===== src/rtl/scan_sel_pkg.sv =====
package scan_sel_pkg;
  typedef enum logic [2:0] {
    ST_WAIT   = 3'd0,
    ST_SINGLE = 3'd1,
    ST_BCAST  = 3'd2,
    ST_MCAST  = 3'd3,
    ST_UNSEL  = 3'd4
  } sel_state_e;
endpackage


===== src/rtl/scan_sel_ir.sv =====
module scan_sel_ir #(
  parameter int IR_W = 8
) (
  input  logic            tck_i,
  input  logic            rst_ni,
  input  logic            shift_i,
  input  logic            tdi_i,
  output logic [IR_W-1:0] ir_o
);
  logic [IR_W-1:0] ir_q;

  always_ff @(posedge tck_i or negedge rst_ni) begin
    if (!rst_ni)      ir_q <= '0;
    else if (shift_i) ir_q <= {tdi_i, ir_q[IR_W-1:1]};
  end

  assign ir_o = ir_q;

  AST_IR_SHIFT: assert property (@(posedge tck_i) disable iff (!rst_ni)
    shift_i |=> (ir_q[IR_W-1] == $past(tdi_i)) && (ir_q[IR_W-2:0] == $past(ir_q[IR_W-1:1])));
endmodule


===== src/rtl/scan_sel_decode.sv =====
module scan_sel_decode #(
  parameter int IR_W   = 8,
  parameter int ADDR_W = 6,
  parameter int GRP_W  = 2
) (
  input  logic [IR_W-1:0]   ir_i,
  input  logic [ADDR_W-1:0] slot_i,
  input  logic [GRP_W-1:0]  grp_i,
  output logic              hit_single_o,
  output logic              hit_bcast_o,
  output logic              hit_mcast_o,
  output logic              gotowait_o
);
  localparam logic [ADDR_W-1:0] GRP_BASE    = ADDR_W'((1 << ADDR_W) - (1 << GRP_W));
  localparam logic [ADDR_W-1:0] BCAST_CODE  = GRP_BASE - 1'b1;
  localparam logic [ADDR_W-1:0] LAST_DIRECT = BCAST_CODE - 1'b1;
  localparam logic [IR_W-1:0]   GOTOWAIT    = IR_W'(((1 << (IR_W - ADDR_W)) - 1) << ADDR_W);

  logic [ADDR_W-1:0] code;
  logic              is_direct;

  assign code         = ir_i[ADDR_W-1:0];
  assign is_direct    = (code <= LAST_DIRECT);
  assign hit_single_o = is_direct && (code == slot_i);
  assign hit_bcast_o  = (code == BCAST_CODE);
  assign hit_mcast_o  = (code >= GRP_BASE) && (code[GRP_W-1:0] == grp_i);
  assign gotowait_o   = (ir_i == GOTOWAIT);

  always_comb begin
    AST_DEC_EXCL: assert ($onehot0({hit_single_o, hit_bcast_o, hit_mcast_o}));
  end
endmodule


===== src/rtl/scan_sel_fsm.sv =====
module scan_sel_fsm
  import scan_sel_pkg::*;
(
  input  logic       tck_i,
  input  logic       rst_ni,
  input  logic       tlr_i,
  input  logic       update_i,
  input  logic       hit_single_i,
  input  logic       hit_bcast_i,
  input  logic       hit_mcast_i,
  input  logic       gotowait_i,
  output sel_state_e state_o,
  output logic       idcode_sel_o
);
  sel_state_e state_q, state_d;
  logic       id_q, id_d;

  always_comb begin
    state_d = state_q;
    id_d    = id_q;
    if (tlr_i) begin
      state_d = ST_WAIT;
      id_d    = 1'b0;
    end else if (update_i) begin
      id_d = 1'b0;
      if (state_q == ST_WAIT) begin
        if (hit_single_i) begin
          state_d = ST_SINGLE;
          id_d    = 1'b1;
        end else if (hit_bcast_i) state_d = ST_BCAST;
        else if (hit_mcast_i)     state_d = ST_MCAST;
        else                      state_d = ST_UNSEL;
      end else if (gotowait_i) begin
        state_d = ST_WAIT;
      end
    end
  end

  always_ff @(posedge tck_i or negedge rst_ni) begin
    if (!rst_ni) begin
      state_q <= ST_WAIT;
      id_q    <= 1'b0;
    end else begin
      state_q <= state_d;
      id_q    <= id_d;
    end
  end

  assign state_o      = state_q;
  assign idcode_sel_o = id_q;

  AST_TLR_WAIT: assert property (@(posedge tck_i) disable iff (!rst_ni)
    tlr_i |=> (state_q == ST_WAIT) && !id_q);
  AST_UNSEL_HOLD: assert property (@(posedge tck_i) disable iff (!rst_ni)
    (state_q == ST_UNSEL) && !tlr_i && !(update_i && gotowait_i) |=> state_q == ST_UNSEL);
  AST_ID_ENTRY: assert property (@(posedge tck_i) disable iff (!rst_ni)
    $rose(state_q == ST_SINGLE) |-> id_q);
  AST_NO_IDLE_MOVE: assert property (@(posedge tck_i) disable iff (!rst_ni)
    !tlr_i && !update_i |=> $stable(state_q));
endmodule


===== src/rtl/scan_sel_tdo.sv =====
module scan_sel_tdo (
  input  logic tck_i,
  input  logic rst_ni,
  input  logic single_i,
  input  logic shift_ir_i,
  input  logic shift_dr_i,
  output logic tdo_en_o
);
  logic en_q;

  always_ff @(negedge tck_i or negedge rst_ni) begin
    if (!rst_ni) en_q <= 1'b0;
    else         en_q <= single_i && (shift_ir_i || shift_dr_i);
  end

  assign tdo_en_o = en_q;
endmodule


===== src/rtl/scan_sel_ctrl.sv =====
module scan_sel_ctrl
  import scan_sel_pkg::*;
#(
  parameter int IR_W   = 8,
  parameter int ADDR_W = 6,
  parameter int GRP_W  = 2
) (
  input  logic              tck_i,
  input  logic              rst_ni,
  input  logic              tlr_i,
  input  logic              shift_ir_i,
  input  logic              shift_dr_i,
  input  logic              update_ir_i,
  input  logic              tdi_i,
  input  logic [ADDR_W-1:0] slot_i,
  input  logic [GRP_W-1:0]  grp_i,
  output logic [IR_W-1:0]   ir_o,
  output logic [2:0]        sel_state_o,
  output logic              tdo_en_o,
  output logic              idcode_sel_o,
  output logic              grp_en_o
);
  localparam logic [ADDR_W-1:0] LAST_DIRECT = ADDR_W'((1 << ADDR_W) - (1 << GRP_W) - 2);

  logic [IR_W-1:0] ir;
  logic            hit_single, hit_bcast, hit_mcast, gotowait;
  sel_state_e      state;

  scan_sel_ir #(.IR_W(IR_W)) u_ir (
    .tck_i   (tck_i),
    .rst_ni  (rst_ni),
    .shift_i (shift_ir_i),
    .tdi_i   (tdi_i),
    .ir_o    (ir)
  );

  scan_sel_decode #(.IR_W(IR_W), .ADDR_W(ADDR_W), .GRP_W(GRP_W)) u_dec (
    .ir_i         (ir),
    .slot_i       (slot_i),
    .grp_i        (grp_i),
    .hit_single_o (hit_single),
    .hit_bcast_o  (hit_bcast),
    .hit_mcast_o  (hit_mcast),
    .gotowait_o   (gotowait)
  );

  scan_sel_fsm u_fsm (
    .tck_i        (tck_i),
    .rst_ni       (rst_ni),
    .tlr_i        (tlr_i),
    .update_i     (update_ir_i),
    .hit_single_i (hit_single),
    .hit_bcast_i  (hit_bcast),
    .hit_mcast_i  (hit_mcast),
    .gotowait_i   (gotowait),
    .state_o      (state),
    .idcode_sel_o (idcode_sel_o)
  );

  scan_sel_tdo u_tdo (
    .tck_i      (tck_i),
    .rst_ni     (rst_ni),
    .single_i   (state == ST_SINGLE),
    .shift_ir_i (shift_ir_i),
    .shift_dr_i (shift_dr_i),
    .tdo_en_o   (tdo_en_o)
  );

  assign ir_o        = ir;
  assign sel_state_o = state;
  assign grp_en_o    = (state == ST_SINGLE);

  AST_TDO_ONLY_SINGLE: assert property (@(posedge tck_i) disable iff (!rst_ni)
    tdo_en_o |-> state == ST_SINGLE);
  AST_DIRECT_MATCH: assert property (@(posedge tck_i) disable iff (!rst_ni)
    (state == ST_WAIT) && update_ir_i && !tlr_i && (ir[ADDR_W-1:0] == slot_i) && (slot_i <= LAST_DIRECT)
    |=> state == ST_SINGLE);
  AST_BCAST_NO_ID: assert property (@(posedge tck_i) disable iff (!rst_ni)
    (state == ST_BCAST) || (state == ST_MCAST) |-> !idcode_sel_o && !tdo_en_o);
endmodule


===== config.mk =====
export PLATFORM = sky130hd
export DESIGN_NAME = scan_sel_ctrl
export DESIGN_NICKNAME = d
export VERILOG_FILES = /design/src/rtl/scan_sel_pkg.sv /design/src/rtl/scan_sel_ir.sv /design/src/rtl/scan_sel_decode.sv /design/src/rtl/scan_sel_fsm.sv /design/src/rtl/scan_sel_tdo.sv /design/src/rtl/scan_sel_ctrl.sv
export SDC_FILE = /design/constraint.sdc
export NUM_CORES = 1
export LEC_CHECK = 0
export ABC_AREA = 0
export BUFFER_PORTS_ARGS = -buffer_cell sky130_fd_sc_hd__buf_4
export CAP_MARGIN = 10
export CELL_PAD_IN_SITES_DETAIL_PLACEMENT = 1
export CELL_PAD_IN_SITES_GLOBAL_PLACEMENT = 1
export CORE_AREA = 5 5 63 51
export CTS_BUF_LIST = sky130_fd_sc_hd__clkbuf_4 sky130_fd_sc_hd__clkbuf_8 sky130_fd_sc_hd__clkbuf_16
export DETAILED_ROUTE_END_ITERATION = 8
export DIE_AREA = 0 0 68 56
export GPL_ROUTABILITY_DRIVEN = 0
export PLACE_DENSITY = 0.67
export SLEW_MARGIN = 20
export SYNTH_ARGS = -nofsm -noshare
export SYNTH_HDL_FRONTEND = slang
export SYNTH_SLANG_ARGS = --single-unit

===== constraint.sdc =====
create_clock -name tck_i -period 1.8 [get_ports tck_i]
set_input_delay 0.09 -clock tck_i [delete_from_list [all_inputs] [get_ports tck_i]]
set_output_delay 0.09 -clock tck_i [all_outputs]
set_load 0.005 [all_outputs]

* Yosys cells after proc, flatten, opt, wreduce, memory -nomap -nowiden *
Index checks and enable logic that the tools add are counted.

cells by class
  add/subtract/negate cells = 0
  $mul = 0
  divide/modulo/power cells = 0
  order comparisons = 2
  equality and inequality tests = 5
  shift operators = 0
  muxes and demuxes = 11
  bitwise operators = 0
  reductions and logical operators = 8

operator list
  cell                                                                   number
  3-bit two-way mux                                                      7
  8-bit equality test, second input constant                             1
  6-bit equality test                                                    1
  6-bit equality test, second input constant                             1
  6-bit greater-or-equal comparator, second input constant               1
  6-bit <= comparator, second input constant                             1
  1-bit two-way mux                                                      4
  3-bit by 1-bit equality test with 1-bit output, second input constant  1
  1-bit logical AND                                                      3
  3-bit zero test                                                        1
  3-bit nonzero test                                                     1
  2-bit equality test                                                    1
  2-bit AND reduction                                                    1
  2-bit nonzero test                                                     1
  1-bit logical OR                                                       1

storage, ports and cells
  register bits = 13
  latch bits = 0
  RAM bits = 0
  bits in read-only memories = 0
  input port bits = 15
  output and inout port bits = 14
  memories kept = 0

* Logic depth before layout (Yosys ltp) *
Gate-level depths: netlist of the first run.

  word-level depth = 8
  gate-level depth with buffers = 5
  gate-level depth less buffers = 4

* Cells and area by module *
A second synthesis of the first run with hierarchy kept.

unflattened totals
  cells, all modules = 60
  area total of the unflattened synthesis = 709.4 sq um

modules (own cells, without submodules)
  module           instances  cells each  area each (sq um)  sequential area each (sq um)
  scan_sel_ir      1          17          331.6              200.2
  scan_sel_fsm     1          20          195.2              100.1
  scan_sel_decode  1          20          137.6              0.0
  scan_sel_tdo     1          2           32.5               25.0
  scan_sel_ctrl    1          1           12.5               0.0

==> results of run 1 <==
final timing paths:
kind                                         start                 end  slack [ns]  depth (start not counted)
worst min-delay path                         tdi_i        u_ir.ir_o[7]        0.04                          2
worst max register to register    u_fsm.state_o[1]      u_tdo.tdo_en_o        0.07                          3
max in group asynchronous                   rst_ni      u_tdo.tdo_en_o        0.61                          2
min in group asynchronous                   rst_ni        u_ir.ir_o[6]        0.21                          2
worst max-delay path                u_tdo.tdo_en_o            tdo_en_o        0.04                          1
worst min register to register  u_fsm.idcode_sel_o  u_fsm.idcode_sel_o        0.52                          1
power breakdown:
group | internal [mW] | leakage, nW | switching, mW
clock | 0.101 | 0.0184 | 0.0980
sequential | 0.346 | 0.163 | 0.130
combinational | 0.233 | 0.273 | 0.119
total | 0.680 | 0.454 | 0.347
layout by cell type, fill, tap and decap left out, types with 2 or more instances in the layout:
| cell type | count |
|---|---|
| xnor2_1 | 6 |
| clkbuf_4 | 4 |
| and3_1 | 2 |
| nor2_1 | 5 |
| a22o_1 | 2 |
| nand4_1 | 3 |
| buf_4 | 30 |
| nand2_1 | 4 |
| dfrtp_1 | 12 |
| mux2_2 | 8 |
flip-flops by register name, indices dropped and copies added (netlist names):
name	count
u_fsm.state_o	3
u_fsm.idcode_sel_o	1
u_ir.ir_o	8
u_tdo.tdo_en_o	1
repair_timing:
action,4_1_cts,5_1_grt
hold buffers,1,0
endpoints found under the setup margin,0,2
buffers inserted,0,2
endpoints found under the hold margin,12,0
kinds of logic after synthesis:
group	share of synthesized area
AOI/OAI and AO/OA	0.103
buffers and inverters	0.0361
and+or+nand+nor	0.157
muxes	0.124
xor gates and xnor gates	0.133
DFF	0.448
routing by layer:
| layer | up-vias | GRT usage | wire length (um) |
|---|---|---|---|
| met2 | 18 | 0.163 | 879 |
| li1 | 295 | - | - |
| met5 | - | 0 | 0 |
| met4 | 0 | 0.0340 | 15 |
| met1 | 297 | 0.142 | 874 |
| met3 | 2 | 0.0606 | 147 |
per-stage QoR:
step | worst slack, ns | instances
floorplan | 0.0739 | 63
global placement | 0.0809 | 124
detailed placement | 0.0618 | 124
CTS | 0.0255 | 129
global route | -0.0109 | 131
finish | 0.0422 | 131
cell type report:
| type | count | area [um^2] |
|---|---|---|
| Timing Repair Buffer | 31 | 235 |
| Clock buffer | 4 | 30.0 |
| Multi-Input combinational cell | 47 | 375 |
| Tap cell | 36 | 45.0 |
| Fill cell | 287 | 1490 |
| Sequential cell | 13 | 325 |
==> results by group, run 1 <==
CTS
  • Clock buffer count from CTS: 3
  • CTS tree: done
  • Worst-Skew Late Latency: 0.28 ns
  • Post-cts resize count: 0
  • H-tree levels: 1
  • Clock slew at reported path FFs: 0.08 ns
  • CTS Buffer Depth: 2
  • Clk sinks: 13
  • CTS Root Cell: clkbuf_4

Cells and area
  • Area grow syn2layout: 39.1%
  • Finished Core Util: 0.404
  • Design Area, Final: 1010 um^2
  • Final Net Count: 111
  • Layout cells sized above 1: 0.463
  • Antenna fix cells: 0

Pwr
  • Leak: 0.454 nW
  • Maximum vdd drop: 400 uV
  • Pwr per Cell Area: 1020 nW/um^2
  • Total Power: 1.03 mW

Floorplan
  • Die Wd: 68 um
  • Die height: 56 um
  • Initial Utilization: 0.290
  • Ports: 29
  • Area of the core: 2500 um^2
  • Row count: 16
  • Die ar.: 3810 um^2

STA
  • Setup violators final: 0
  • Slew headroom: 0.701
  • Hold Vio Cnt, Final: 0
  • Slew @ Worst Pin: 0.449 ns
  • RSZ-0062 raised after global routing: true
  • Setup TNS: 0 ns
  • Setup Skew: 0.00498 ns
  • Fin Hold WS: 0.0357 ns
  • Fin. max-slew vios: 0

Global routing
  • GRT Util Overall: 0.113
  • GRT overflow: 0
  • First-pass GRT wire length: 3150 um
  • Initial antenna violation count: 0
  • Largest net degree at the start of global routing: 14
  • Vias in the first global route: 636

Critical path
  • Crit path kind: register to output pin
  • Startpoint types: register
  • Crit path cell chain: buf_4
  • CP max stage cell: dfrtn_1
  • CP Max Fanout: 1
  • Biggest cell delay along the critical path: 0.39 ns
  • CP top delay family: flip-flops
  • Crit end category: output pin
  • Critical path required time: 1.71 ns
  • Crit path DAT: 1.67 ns
  • WP buf/inv: 1

Route
  • Routed WL: 1920 um
  • Vias/cell: 4.67
  • Antenna Nets Post-Route: 0
  • Residual DRC: 0
  • Starting DRT DRC Count: 15
  • Drt first pass iters: 4
  • Vias: 612
  • Routed len/inst: 14.6 um

Logic synthesis
  • Synth top area cells: dfrtp_1 41%, mux2_2 12%, xnor2_1 7.2%, xnor2_4 3.8%, dfrtn_1 3.4%
  • Syn_nets: 78
  • Post-synth top area cell: dfrtp_1
  • Register bit total from synthesis: 13
  • Mapped Area: 727 um^2
  • Share of flip-flops with an asynchronous set or reset: 1.00
  • Netlist cell types: 28
  • Cells after Synth: 63
  • Most common cell in the netlist: dfrtp_1
  • YS warnings: 0
  • Post-synth EDFFs: 0
  • Sequential-to-total area share from yosys stat: 0.448
  • Synth Flop Type: dfrtp_1
  • Avg Inst Size Synth: 11.5 um^2
  • Synth cell count leaders: 12 x dfrtp_1, 8 x mux2_2, 6 x xnor2_1, 5 x nor2_1, 4 x nand2_1
  • Synth top area share: 0.413

Place
  • PortBufs: 28
  • Cell Area, Placed: 956 um^2

Status
  • Status: finished, final reports clean

Hold path
  • Min-delay worst type: primary input to register

Job
  • Max cap viols: 0
(Power assumes the default switching activity.)
==> run 2, diff against run 1 <==
--- a/config.mk
+++ b/config.mk
@@ -5,17 +5,17 @@
 export SDC_FILE = /design/constraint.sdc
 export NUM_CORES = 1
 export LEC_CHECK = 0
-export ABC_AREA = 0
+export ABC_AREA = 1
 export BUFFER_PORTS_ARGS = -buffer_cell sky130_fd_sc_hd__buf_4
 export CAP_MARGIN = 10
 export CELL_PAD_IN_SITES_DETAIL_PLACEMENT = 1
 export CELL_PAD_IN_SITES_GLOBAL_PLACEMENT = 1
-export CORE_AREA = 5 5 63 51
+export CORE_AREA = 10 10 70 57
 export CTS_BUF_LIST = sky130_fd_sc_hd__clkbuf_4 sky130_fd_sc_hd__clkbuf_8 sky130_fd_sc_hd__clkbuf_16
 export DETAILED_ROUTE_END_ITERATION = 8
-export DIE_AREA = 0 0 68 56
+export DIE_AREA = 0 0 80 67
 export GPL_ROUTABILITY_DRIVEN = 0
-export PLACE_DENSITY = 0.67
+export PLACE_DENSITY = 0.71
 export SLEW_MARGIN = 20
 export SYNTH_ARGS = -nofsm -noshare
 export SYNTH_HDL_FRONTEND = slang
==> run 2 against run 1 <==
Register-to-register slack improved by 0.02 ns. Critical path depth is the same. Flip-flop and latch count unchanged. Die area increased by 41%. Setup slack worse by 0.013 ns. First-iteration DRC count grew 47%. Clock skew grew 0.0047 ns.
==> results by group, run 2 <==
CTS
  • CTS Buffer Depth: 2
  • Clock slew at reported path FFs: 0.09 ns
  • Worst-Skew Late Latency: 0.28 ns
  • CTS tree: done
  • Clk sinks: 13
  • Setup bufs post-CTS: 0
  • Clock buffer count from CTS: 3
  • CTS Root Cell: clkbuf_4
  • H-tree levels: 1

Cells and area
  • Area grow syn2layout: 38.0%
  • Layout cells sized above 1: 0.299
  • Final Net Count: 160
  • Antenna fix cells: 0
  • Commonest cells after routing, fill and taps aside: 48 x nand2_1, 28 x buf_4, 13 x inv_1
  • Most common cell after layout, fill and taps aside: nand2_1
  • Fillers: 342
  • Max reg flops: 8

Critical path
  • CP top delay family: flip-flops
  • Startpoint types: register
  • Crit path cell chain: buf_4
  • WP buf/inv: 1
  • CP max stage cell: dfrtn_1
  • Crit end category: output pin
  • CP Max Fanout: 1
  • Crit path kind: register to output pin
  • Critical path required time: 1.71 ns
  • Crit path DAT: 1.68 ns
  • Biggest cell delay along the critical path: 0.39 ns

Logic synthesis
  • Sequential-to-total area share from yosys stat: 0.426
  • Register bit total from synthesis: 13
  • Netlist cell types: 16
  • Synth Flop Type: dfrtp_1
  • Most common cell in the netlist: nand2_1
  • Synth top area share: 0.393
  • Synth cell count leaders: 48 x nand2_1, 13 x inv_1, 12 x dfrtp_1, 9 x nor2_1, 7 x o21ai_0
  • Mapped Area: 763 um^2
  • Post-synth EDFFs: 0
  • Cells after Synth: 112
  • Post-synth top area cell: dfrtp_1
  • Share of flip-flops with an asynchronous set or reset: 1.00
  • Syn_nets: 127
  • Avg Inst Size Synth: 6.81 um^2
  • Synth top area cells: dfrtp_1 39%, nand2_1 24%, inv_1 6.4%, o21ai_0 4.6%, nor2_1 4.4%
  • YS warnings: 0

Place
  • PortBufs: 28
  • Hpwl dp: 1980 um
  • Dpl ws: 0.100 ns

STA
  • Fin. max-slew vios: 0
  • Slew headroom: 0.843
  • Setup Skew: 0.00968 ns
  • RSZ-0062 raised after global routing: false
  • Setup slack after layout: 0.0296 ns
  • Slew @ Worst Pin: 0.235 ns
  • Setup violators final: 0
  • Setup TNS: 0 ns
  • Hold Vio Cnt, Final: 0

Global routing
  • Initial antenna violation count: 0
  • First-pass GRT wire length: 4010 um
  • Vias in the first global route: 863
  • Largest net degree at the start of global routing: 18
  • GRT overflow: 0
  • GRT Util Overall: 0.0929

Pwr
  • Pwr per Cell Area: 747 nW/um^2
  • Leak: 0.595 nW
  • Total Power: 786 uW
  • Maximum vdd drop: 357 uV

Route
  • Starting DRT DRC Count: 22
  • Vias: 773
  • Routed WL: 2360 um
  • Drt first pass iters: 4
  • Antenna Nets Post-Route: 0
  • Residual DRC: 0
  • Vias/cell: 4.29
  • Routed len/inst: 13.1 um

Status
  • Status: finished, final reports clean

Floorplan
  • Die ar.: 5360 um^2
  • Ports: 29
  • Initial Utilization: 0.293
  • Area of the core: 2600 um^2
  • Die height: 67 um
  • Die Wd: 80 um
  • Row count: 16

Hold path
  • Min-delay worst type: primary input to register

Job
  • Max cap viols: 0
==> run 2: changes by cell type after synthesis, moves of 3 or more <==
cell	change
inv_1	+13
nand2_1	+44
mux2_2	-8
o21ai_0	+6
nor2_1	+4
xnor2_1	-3
nand4_1	-3
nor2_2	+4
inv_2	+4
==> run 2: cell type report <==
type | count | area [um^2] | area share
Sequential cell | 13 | 325 | 0.309
Clock buffer | 4 | 30.0 | 0.0285
Multi-Input combinational cell | 81 | 369 | 0.350
Inverter | 17 | 63.8 | 0.0606
Timing Repair Buffer | 29 | 220 | 0.209
Tap cell | 36 | 45.0 | 0.0428
==> run 2: power breakdown <==
group	internal (mW)	total (mW)	leakage, nW	switching (mW)
combinational	0.107	0.217	0.408	0.111
clock	0.101	0.204	0.0184	0.103
sequential	0.320	0.365	0.168	0.0450
total	0.528	0.786	0.595	0.259
==> run 2: timing repair <==
| action | in CTS | in global routing |
|---|---|---|
| hold buffers | 1 | 0 |
| resized for setup | 0 | 0 |
| endpoints found under the setup margin | 0 | 0 |
| hold endpoints to repair | 12 | 0 |
==> run 2: kinds of logic (layout without fill, tap and decap cells) <==
family | Yosys count | count (layout) | synth area share
xor+xnor | 3 | 3 | 0.0344
simple gates | 67 | 67 | 0.374
compound gates | 11 | 11 | 0.0754
buf+inv | 18 | 50 | 0.0902
flops | 13 | 13 | 0.426
==> run 2: metal layers <==
metal | vias to the layer above | GRT usage | share of wire
li1 | 395 | - | -
met1 | 352 | 0.110 | 0.45
met2 | 22 | 0.146 | 0.44
met3 | 4 | 0.0442 | 0.095
met4 | 0 | 0.0263 | 0.0098
met5 | - | 0 | 0
==> run 2: stage by stage <==
| stage | instance area [um^2] | std cells | utilization | hold WS, ns |
|---|---|---|---|---|
| after floorplan | 763 | 112 | - | -0.206 |
| after global placement | 1010 | 175 | 0.389 | -0.0533 |
| after detailed placement | 1010 | 175 | 0.389 | -0.0527 |
| after CTS | 1050 | 180 | 0.405 | 0.00945 |
| after global routing | 1050 | 180 | 0.405 | 0.0350 |
| final | 1050 | 180 | 0.405 | 0.00954 |
==> run 2: final timing paths <==
path | startpoint | to | slack [ns] | depth (start not counted)
max in group asynchronous | rst_ni | u_tdo.tdo_en_o | 0.62 | 2
worst max-delay path | u_tdo.tdo_en_o | tdo_en_o | 0.03 | 1
min in group asynchronous | rst_ni | u_ir.ir_o[2] | 0.20 | 2
worst min register to register | u_fsm.idcode_sel_o | u_fsm.idcode_sel_o | 0.49 | 2
worst max register to register | u_fsm.state_o[1] | u_tdo.tdo_en_o | 0.09 | 4
worst min-delay path | tdi_i | u_ir.ir_o[7] | 0.01 | 3
